## src/rtl/cpu_ratio_pkg.sv

```systemverilog
`timescale 1ns/1ps
// Package: shared widths, field positions and the active-settings type
// for the processor clock ratio generator.
package cpu_ratio_pkg;
    localparam int DATA_W  = 32;
    localparam int NUM_REF = 3;
    localparam int NUM_OUT = 4;
    localparam int SEL_W   = 2;
    localparam int DIV_W   = 6;
    localparam int RCNT_W  = 3;
    // Control word field positions (software-visible layout).
    localparam int SRC_LSB = 4;
    localparam int DIV_LSB = 8;
    localparam int EN_LSB  = 24;
    // Reset value of the enable field: only the third output runs.
    localparam logic [NUM_OUT-1:0] EN_RST = 4'b0100;

    // Settings currently steering the datapath.
    typedef struct packed {
        logic [SEL_W-1:0] src;
        logic [DIV_W-1:0] div;
        logic             mode;
    } cfg_t;
endpackage

```

## src/rtl/crg_src_mux.sv

```systemverilog
`timescale 1ns/1ps
// crg_src_mux: picks one reference pulse stream from a select code.
// Code 0 and code 1 alias to reference 0. Code k>=1 picks reference k-1.
// Assumes NUM_REF >= 2**SEL_W - 1.
module crg_src_mux
    import cpu_ratio_pkg::*;
(
    input  logic [NUM_REF-1:0] ref_i,
    input  logic [SEL_W-1:0]   sel_i,
    output logic               ref_o
);
    logic [SEL_W-1:0] idx;

    // Fold the two low codes onto the first reference.
    always_comb begin
        idx   = (sel_i == '0) ? '0 : sel_i - 1'b1;
        ref_o = ref_i[idx];
    end
endmodule

```

## src/rtl/crg_ref_divider.sv

```systemverilog
`timescale 1ns/1ps
// crg_ref_divider: counts selected reference pulses and emits a base tick
// on every lim_i-th pulse. The tick is combinational in the pulse cycle.
// Assumes lim_i is in 1..2**DIV_W-1 (the caller maps a zero field to 1).
module crg_ref_divider
    import cpu_ratio_pkg::*;
(
    input  logic             clk,
    input  logic             rst_n,
    input  logic             ref_i,
    input  logic [DIV_W-1:0] lim_i,
    output logic             base_o,
    output logic [DIV_W-1:0] cnt_o
);
    logic [DIV_W-1:0] cnt_q;

    // The base tick is the reference pulse that completes a count.
    assign base_o = ref_i && (cnt_q == lim_i - 1'b1);
    assign cnt_o  = cnt_q;

    // Advance on each reference pulse and wrap on the base tick.
    always_ff @(posedge clk) begin
        if (!rst_n)      cnt_q <= '0;
        else if (base_o) cnt_q <= '0;
        else if (ref_i)  cnt_q <= cnt_q + 1'b1;
    end
endmodule

```

## src/rtl/crg_ratio_net.sv

```systemverilog
`timescale 1ns/1ps
// crg_ratio_net: derives the four ratio fires from the base tick.
// Fire 0 follows the base tick. Fires 1..3 divide the base by 2, 2+M and
// 4+2M. Every derived counter restarts on restart_i so that all outputs
// realign with the next base tick.
module crg_ratio_net
    import cpu_ratio_pkg::*;
(
    input  logic               clk,
    input  logic               rst_n,
    input  logic               base_i,
    input  logic               restart_i,
    input  logic               mode_i,
    output logic [NUM_OUT-1:0] fire_o
);
    assign fire_o[0] = base_i;

    for (genvar k = 1; k < NUM_OUT; k++) begin : g_ratio
        logic [RCNT_W-1:0] cnt_q;
        logic [RCNT_W-1:0] modulus;

        // Pick this stage's divide ratio from its position and the mode.
        always_comb begin
            case (k)
                1:       modulus = 3'd2;
                2:       modulus = mode_i ? 3'd3 : 3'd2;
                default: modulus = mode_i ? 3'd6 : 3'd4;
            endcase
        end

        // Fire on the base tick that finds the counter at its origin.
        assign fire_o[k] = base_i && (cnt_q == '0);

        // Count base ticks modulo the ratio; a restart wins over counting.
        always_ff @(posedge clk) begin
            if (!rst_n)         cnt_q <= '0;
            else if (restart_i) cnt_q <= '0;
            else if (base_i)    cnt_q <= (cnt_q == modulus - 1'b1) ? '0 : cnt_q + 1'b1;
        end
    end
endmodule

```

## src/rtl/cpu_ratio_clkgen.sv

```systemverilog
`timescale 1ns/1ps
// cpu_ratio_clkgen: top of the processor clock ratio generator.
// It holds the control and mode registers, applies pending settings at
// a base boundary, and registers the gated output pulses.
// Assumes every input is synchronous to clk and each reference arrives
// as a one-cycle enable.
module cpu_ratio_clkgen
    import cpu_ratio_pkg::*;
(
    input  logic               clk,
    input  logic               rst_n,
    input  logic [NUM_REF-1:0] ref_pulse,
    input  logic               wr_en,
    input  logic               wr_addr,
    input  logic [DATA_W-1:0]  wr_data,
    input  logic               rd_addr,
    output logic [DATA_W-1:0]  rd_data,
    output logic [NUM_OUT-1:0] tick_out
);
    logic [SEL_W-1:0]   src_q;
    logic [DIV_W-1:0]   div_q;
    logic [NUM_OUT-1:0] en_q;
    logic               mode_q;
    cfg_t               prog;
    cfg_t               act_q;
    logic               ref_sel;
    logic               base_tick;
    logic               apply;
    logic [DIV_W-1:0]   div_lim;
    logic [DIV_W-1:0]   div_cnt;
    logic [NUM_OUT-1:0] fire;

    // Software-visible registers: control fields and the ratio mode bit.
    always_ff @(posedge clk) begin
        if (!rst_n) begin
            src_q  <= '0;
            div_q  <= '0;
            en_q   <= EN_RST;
            mode_q <= 1'b1;
        end else if (wr_en && !wr_addr) begin
            src_q <= wr_data[SRC_LSB +: SEL_W];
            div_q <= wr_data[DIV_LSB +: DIV_W];
            en_q  <= wr_data[EN_LSB +: NUM_OUT];
        end else if (wr_en && wr_addr) begin
            mode_q <= wr_data[0];
        end
    end

    // Readback places only the defined fields; all other bits read 0.
    always_comb begin
        rd_data = '0;
        if (rd_addr) begin
            rd_data[0] = mode_q;
        end else begin
            rd_data[SRC_LSB +: SEL_W]  = src_q;
            rd_data[DIV_LSB +: DIV_W]  = div_q;
            rd_data[EN_LSB +: NUM_OUT] = en_q;
        end
    end

    // Programmed settings, compared against those in use.
    assign prog    = '{src: src_q, div: div_q, mode: mode_q};
    assign apply   = base_tick && (prog != act_q);
    assign div_lim = (act_q.div == '0) ? DIV_W'(1) : act_q.div;

    // Adopt pending settings only at a base boundary.
    always_ff @(posedge clk) begin
        if (!rst_n)     act_q <= '{src: '0, div: '0, mode: 1'b1};
        else if (apply) act_q <= prog;
    end

    crg_src_mux u_mux (
        .ref_i (ref_pulse),
        .sel_i (act_q.src),
        .ref_o (ref_sel)
    );

    crg_ref_divider u_div (
        .clk    (clk),
        .rst_n  (rst_n),
        .ref_i  (ref_sel),
        .lim_i  (div_lim),
        .base_o (base_tick),
        .cnt_o  (div_cnt)
    );

    crg_ratio_net u_ratio (
        .clk       (clk),
        .rst_n     (rst_n),
        .base_i    (base_tick),
        .restart_i (apply),
        .mode_i    (act_q.mode),
        .fire_o    (fire)
    );

    // Register the gated fires as one-cycle output pulses.
    always_ff @(posedge clk) begin
        if (!rst_n) tick_out <= '0;
        else        tick_out <= fire & en_q;
    end
endmodule

```

## config.mk

```make
export PLATFORM = sky130hd
export DESIGN_NAME = cpu_ratio_clkgen
export DESIGN_NICKNAME = d
export VERILOG_FILES = /design/src/rtl/cpu_ratio_pkg.sv /design/src/rtl/crg_src_mux.sv /design/src/rtl/crg_ref_divider.sv /design/src/rtl/crg_ratio_net.sv /design/src/rtl/cpu_ratio_clkgen.sv
export SDC_FILE = /design/constraint.sdc
export NUM_CORES = 1
export LEC_CHECK = 0
export BUFFER_PORTS_ARGS = -buffer_cell sky130_fd_sc_hd__buf_2
export CORE_ASPECT_RATIO = 2
export CORE_MARGIN = 1
export CORE_UTILIZATION = 35
export DETAILED_ROUTE_END_ITERATION = 10
export SLEW_MARGIN = 20
export SYNTH_ARGS = -nofsm -noshare
export SYNTH_HDL_FRONTEND = slang
export SYNTH_HIERARCHICAL = 1
export SYNTH_SLANG_ARGS = --single-unit
```

## constraint.sdc

```tcl
create_clock -name clk -period 10.5 [get_ports clk]
set_clock_uncertainty 0.05 [all_clocks]
set_input_delay 0.525 -clock clk [delete_from_list [all_inputs] [get_ports clk]]
set_output_delay 0.525 -clock clk [all_outputs]
set_load 0.005 [all_outputs]
```

# Word-level counts from Yosys, hierarchy flattened
# Cells that the tools add are included.
dict set report classes {
  bitwise 3
  n_addsub 8
  magnitude_cmp 1
  n_reduce_logical 16
  eq_ne 5
  n_mux 13
}
# op count
set ops {}
lappend ops {{2-to-1 mux 6 bit} 2}
lappend ops {{adder 3 x 1 -> 3 bit, second input constant} 3}
lappend ops {{zero test 3 bit} 3}
lappend ops {{2-to-1 mux 3 bit} 3}
lappend ops {{!= test 9 bit} 1}
lappend ops {{logical AND 1 bit} 7}
lappend ops {{adder 6 x 1 -> 6 bit, second input constant} 1}
lappend ops {{== test 3 bit} 2}
lappend ops {{== test 6 bit} 1}
lappend ops {{zero test 6 bit} 1}
lappend ops {{2-to-1 mux 2 bit} 3}
lappend ops {{subtractor 3 x 1 -> 3 bit, second input constant} 2}
lappend ops {{subtractor 6 x 1 -> 6 bit, second input constant} 1}
lappend ops {{AND 4 bit} 1}
lappend ops {{2-to-1 mux 4 bit} 1}
lappend ops {{OR reduction 2 bit} 2}
lappend ops {{== test 3 x 1 -> 1 bit, second input constant} 1}
lappend ops {{< comparator 2 x 3 -> 1 bit, second input constant} 1}
lappend ops {{2-to-1 mux 1 bit} 3}
lappend ops {{binary-select mux 1 bit (select 2 bit)} 1}
lappend ops {{zero test 2 bit} 1}
lappend ops {{NOT 1 bit} 2}
lappend ops {{AND reduction 2 bit} 1}
lappend ops {{subtractor 2 x 1 -> 2 bit, second input constant} 1}
lappend ops {{zero test 1 bit} 1}
dict set report totals {
  regBits 41
  in_bits 40
  wordCells 58
  out_inout_bits 36
}

# Logic depth before layout (Yosys ltp)
dict set report depth {
  depth_word 7
  ltp_mapped 14
  ltp_nobuf 12
}

# By module
# Netlist, hierarchy kept.
# mod cells_per_inst area_per_inst_um2 n_inst seq_area_each_um2
set modules_own_cells {}
lappend modules_own_cells {cpu_ratio_clkgen 164 1377.6 1 520.5}
lappend modules_own_cells {crg_ratio_net 57 513.0 1 180.2}
lappend modules_own_cells {crg_ref_divider 51 469.2 1 120.1}
lappend modules_own_cells {crg_src_mux 3 18.8 1 0.0}

# Worst setup path before layout
# No wires, ideal clock.
dict set report synth_path {
  path_type {register -> register}
  from {register act_q[3] (netlist bit)}
  to {register u_ratio.g_ratio[2].cnt_q[2]}
  path_slack_ns 7.179
  stages_incl_launch_ff 15
  path_buffers 2
  required_ns 10.318
  setup_time_ns 0.132
  period_less_slack_ns 3.321
  arrival_time_ns 3.139
  cell_sequence {dfxtp_1 or4_1 o21bai_1 inv_1 ha_1 nor2b_1 or3_1 a31oi_2 and2_1 buf_2 inv_1 nor2_1 nand2b_1 buf_2 nor4_1}
}
dict set report synth_between {
  elab_chain_cells 7
  word_cells_on_any_way 8
  cone_classes {add/sub (1); eq/ne (2); mux (1); reduce/logical (4)}
}
# item line
set synth_lines {}
lappend synth_lines {{start: declaration} cpu_ratio_clkgen.sv:25} ;# cfg_t act_q;
lappend synth_lines {{start signal: assignment} cpu_ratio_clkgen.sv:68} ;# if (!rst_n) act_q <= '{src: '0, div: '0, mode: 1'b1};
lappend synth_lines {{start signal: assignment} cpu_ratio_clkgen.sv:69} ;# else if (apply) act_q <= prog;
lappend synth_lines {{zero test 6 bit} cpu_ratio_clkgen.sv:64} ;# assign div_lim = (act_q.div == '0) ? DIV_W'(1) : act_q.div;
lappend synth_lines {{2-to-1 mux 6 bit} cpu_ratio_clkgen.sv:64}
lappend synth_lines {{via div_lim[0]} cpu_ratio_clkgen.sv:29} ;# logic [DIV_W-1:0] div_lim;
lappend synth_lines {{subtractor 6 x 1 -> 6 bit} crg_ref_divider.sv:18} ;# assign base_o = ref_i && (cnt_q == lim_i - 1'b1);
lappend synth_lines {{== test 6 bit} crg_ref_divider.sv:18}
lappend synth_lines {{logical AND 1 bit} crg_ref_divider.sv:18}
lappend synth_lines {{via base_tick} cpu_ratio_clkgen.sv:27} ;# logic base_tick;
lappend synth_lines {{logical AND 1 bit} cpu_ratio_clkgen.sv:63} ;# assign apply = base_tick && (prog != act_q);
lappend synth_lines {{via apply} cpu_ratio_clkgen.sv:28} ;# logic apply;
lappend synth_lines {{OR reduction 2 bit (no line)} n/a}
lappend synth_lines {{end signal: assignment} crg_ratio_net.sv:38} ;# else if (base_i) cnt_q <= (cnt_q == modulus - 1'b1) ? '0 : cnt_q + 1'b1;
lappend synth_lines {{end: declaration} crg_ratio_net.sv:19} ;# logic [RCNT_W-1:0] cnt_q;
# The timed path passes the listed nets, and every way through them passes these cells.
# A chain may end at the register's enable or synchronous reset.

# Worst setup path after layout
dict set report layout_path {
  from {register act_q[3] (netlist bit)}
  to {register u_ratio.g_ratio[2].cnt_q[1]}
}
# The elaborated chain is that of the path after synthesis.

==> impl_metrics.csv <==
group,metric,value,unit
synth,synthCells,275,
critical_path,ff2ff_path_depth,13,
cts,clkTransAtPathRegs,0.06,ns
critical_path,cp.arrival,4.13,ns
synth,syn_area,2380,um2
cts,post_cts_buffers,0,
cts,cts.repair.resized,0,
route,vias,1870,
timing,worst_slack,6.47,ns
route,first_pass_iters,4,
global_routing,antenna_found_initial,0,
critical_path,crit_chain,"or4_1 > o21bai_1 > inv_1 > ha_1 > nor2b_1 > or3_1 > a31oi_2 > and2_1 > buf_4 > inv_1 > nor2_1 > nand2b_1 > nor4_1",
synth,synth-edff-count,0,
timing,max_freq,248,MHz
timing,hold_violations,0,
route,ant_nets,0,
die,start_util,36.2,%
cts,cts_buffers,5,
run_status,status,"finished clean",
synth,ys_ff_latch,41,
worst_hold_path,hold_path_startpoint,"wr_data[26]",
synth,synth_area_leaders,"dfxtp_1, buf_4, xnor2_1, nand2_1, nor2b_1",
timing,period_share,38.4,%
power_and_ir_drop,cellPowerDensity,249,nW/um2
global_routing,grt_pass1_wl,8550,um
route,drt_iter0_markers,25,
global_routing,grt_pass1_vias,1797,
cts,cts.sinks,41,
synth,synth_ff_type,"dfxtp_1",
critical_path,r2r_end,"u_ratio/g_ratio[2].cnt_q[1]",
cts,postCtsHoldBufs,0,
timing,fin_crit,4.03,ns
die,pin_count,76,
global_routing,overflow,0,
placed_design,port_buffers,37,
die,die_y,119,um
cts,insertion_delay,0.29,ns
critical_path,crit_path_frequent_cell,"inv_1",
critical_path,worstPathRequired,10.60,ns
route,drc,0,
global_routing,grt_max_degree,35,
placed_design,dp_hpwl,3720,um
placed_design,dp_slack,6.49,ns
synth,ys.warnings.count,6,
cts,cts_tree,"yes",
die,die_w,60.3,um
die,core,6570,um2
placed_design,place_congestion,0.767,
finish,final_nets,348,
timing,tns,0,ns
cts,cts-root-buf,"clkbuf_16",
finish,diodes,0,
synth,yosysTopAreaCell,"dfxtp_1",
die,dieArea,7150,um2
finish,synthToLayoutAreaGrowth,11.8,%
critical_path,worstPathMaxFanout,27,
timing,fin_hold_ws,0.401,ns
route,drt-wirelength-per-cell,12.8,um
global_routing,grtUsageTotal,16.2,%
critical_path,worstReg2RegStart,"act_q[3]",
finish,drive_gt1_share,18.2,%
cts,clk_path_buf_depth,2,
timing,setup_viol,0,
worst_hold_path,hold_end,"en_q[2]",
timing,worst_slew_margin_rel,35.8,%
synth,synth.distinct_cells,45,
power_and_ir_drop,ir_drop,0.142,mV
synth,ys_seq_area_share,34.5,%
power_and_ir_drop,power_leakage,1.09,nW
synth,synth_top_area_share,34.5,%
synth,async_flop_share,0,%
route,routed_wl,5000,um
synth,syn_area_per_cell,8.65,um2
finish,nFillCells,679,
cts,htree_levels,2,
timing,report.final.slew_viol_count,0,
critical_path,slowest_delay,0.55,ns
worst_hold_path,worstHoldPathType,"in -> reg",
run,maxCapViolCount,0,
route,avgViaCountPerCell,4.78,
critical_path,cp-end-kind,"register",
critical_path,rrSetupSlack,6.47,ns
critical_path,startpoint_type,"register",
worst_hold_path,whs_path_depth,3,
critical_path,cpMaxStageDelayCell,"or4_1",
die,rows,42,
timing,rsz0062_at_grt,"false",
critical_path,crit_type,"reg -> reg",
timing,tightestPinTransition,0.960,ns
synth_stat cells, drive strengths merged (2+ instances only):
cell type,number
nand3b,2
ha,6
or4,4
o21ai,4
nand2,38
nor2b,20
mux2i,10
a21oi,5
and3,7
a211oi,6
nand2b,3
and3b,3
and2,2
nor4b,3
dfxtp,41
buf,26
nor4,4
nor3,4
a32oi,3
xnor2,17
inv,9
clkbuf,9
nor2,7
xor2,8
a31oi,2
a21boi,11
nand4,3
nand3,11
final cells by class:
type / count / area, um2 / area share, %
clock inverters: 3 / 17.5 / 0.659
repair buffers: 38 / 193 / 7.24
well taps: 88 / 110 / 4.14
flip-flops and latches: 41 / 821 / 30.9
inverters: 9 / 33.8 / 1.27
multi-input cells: 207 / 1360 / 51.1
clock buffers: 5 / 125 / 4.70
cell families after synthesis:
kind of cell    share of synthesized area [%]
flops                                    34.5
other cells                             0.158
simple gates                             27.8
buf+inv                                  11.2
mux                                      4.21
fa+ha+maj                                3.16
compound gates                           9.78
xor+xnor                                 9.21
metrics by stage:
stage               power, mW  util [%]  std cells  instance area, um2
floorplan               0.478         -        293                2450
finish                  0.661      40.5        391                2660
detailed placement      0.516      38.3        383                2520
global placement        0.511      38.3        383                2520
CTS                     0.670      40.5        391                2660
global route            0.717      40.5        391                2660
worst max-delay path, delay by kind of cell (launching register included):
family	cells	cell delay (ns)
AND/OR/NAND/NOR	7	1.81
AO/OA/AOI/OAI	2	0.80
buffers and inverters	3	0.54
flip-flops	1	0.41
adder cells (fa/ha/maj)	1	0.25
flip-flops by register name (all words and copies together), names as in the netlist:
name and cells:
u_ratio/g_ratio.cnt_q 9, act_q 9, src_q 2, en_q 4, mode_q 1, tick_out 4
u_div/cnt_o 6, div_q 6
placed cells by master (no fill, tap or decap), types with 2 or more instances in the layout:
master,n
and3b_1,2
nand3_1,10
clkbuf_16,5
mux2i_1,10
conb_1,19
nand2b_1,3
nor3_1,4
xnor2_1,17
ha_1,6
a21boi_0,9
a21oi_2,2
nor4b_1,2
clkinv_2,2
buf_2,37
nor4_1,3
nor2_1,7
and3_1,7
and2_1,2
nand2_1,37
nand3b_1,2
dfxtp_1,41
a32oi_1,3
xor2_1,8
nor2b_1,20
a21oi_1,3
a21boi_1,2
nand4_1,2
inv_1,9
a211oi_1,6
o21ai_0,4
or4_1,4
metal layers:
layer	wire length (um)	share of wire, %	global-route usage, %
met1	1890	38	16.9
met2	2780	56	28.2
met3	137	2.7	3.17
met4	199	4.0	9.30
met5	0	0	0
worst max-delay path by stage:
stage	start	end
after floorplan	act_q[3]	u_ratio/g_ratio[2].cnt_q[2]
after detailed placement	act_q[3]	u_ratio/g_ratio[2].cnt_q[1]
after global placement	act_q[3]	u_ratio/g_ratio[2].cnt_q[1]
after global routing	act_q[3]	u_ratio/g_ratio[2].cnt_q[1]
final	act_q[3]	u_ratio/g_ratio[2].cnt_q[1]
after CTS	act_q[3]	u_ratio/g_ratio[2].cnt_q[1]
power breakdown:
| group | switching, mW | total (mW) | internal [mW] |
|---|---|---|---|
| Clock | 0.0632 | 0.150 | 0.0871 |
| Combinational | 0.175 | 0.310 | 0.135 |
| Sequential | 0.0257 | 0.201 | 0.175 |
Power figures use the tool's default switching activity.
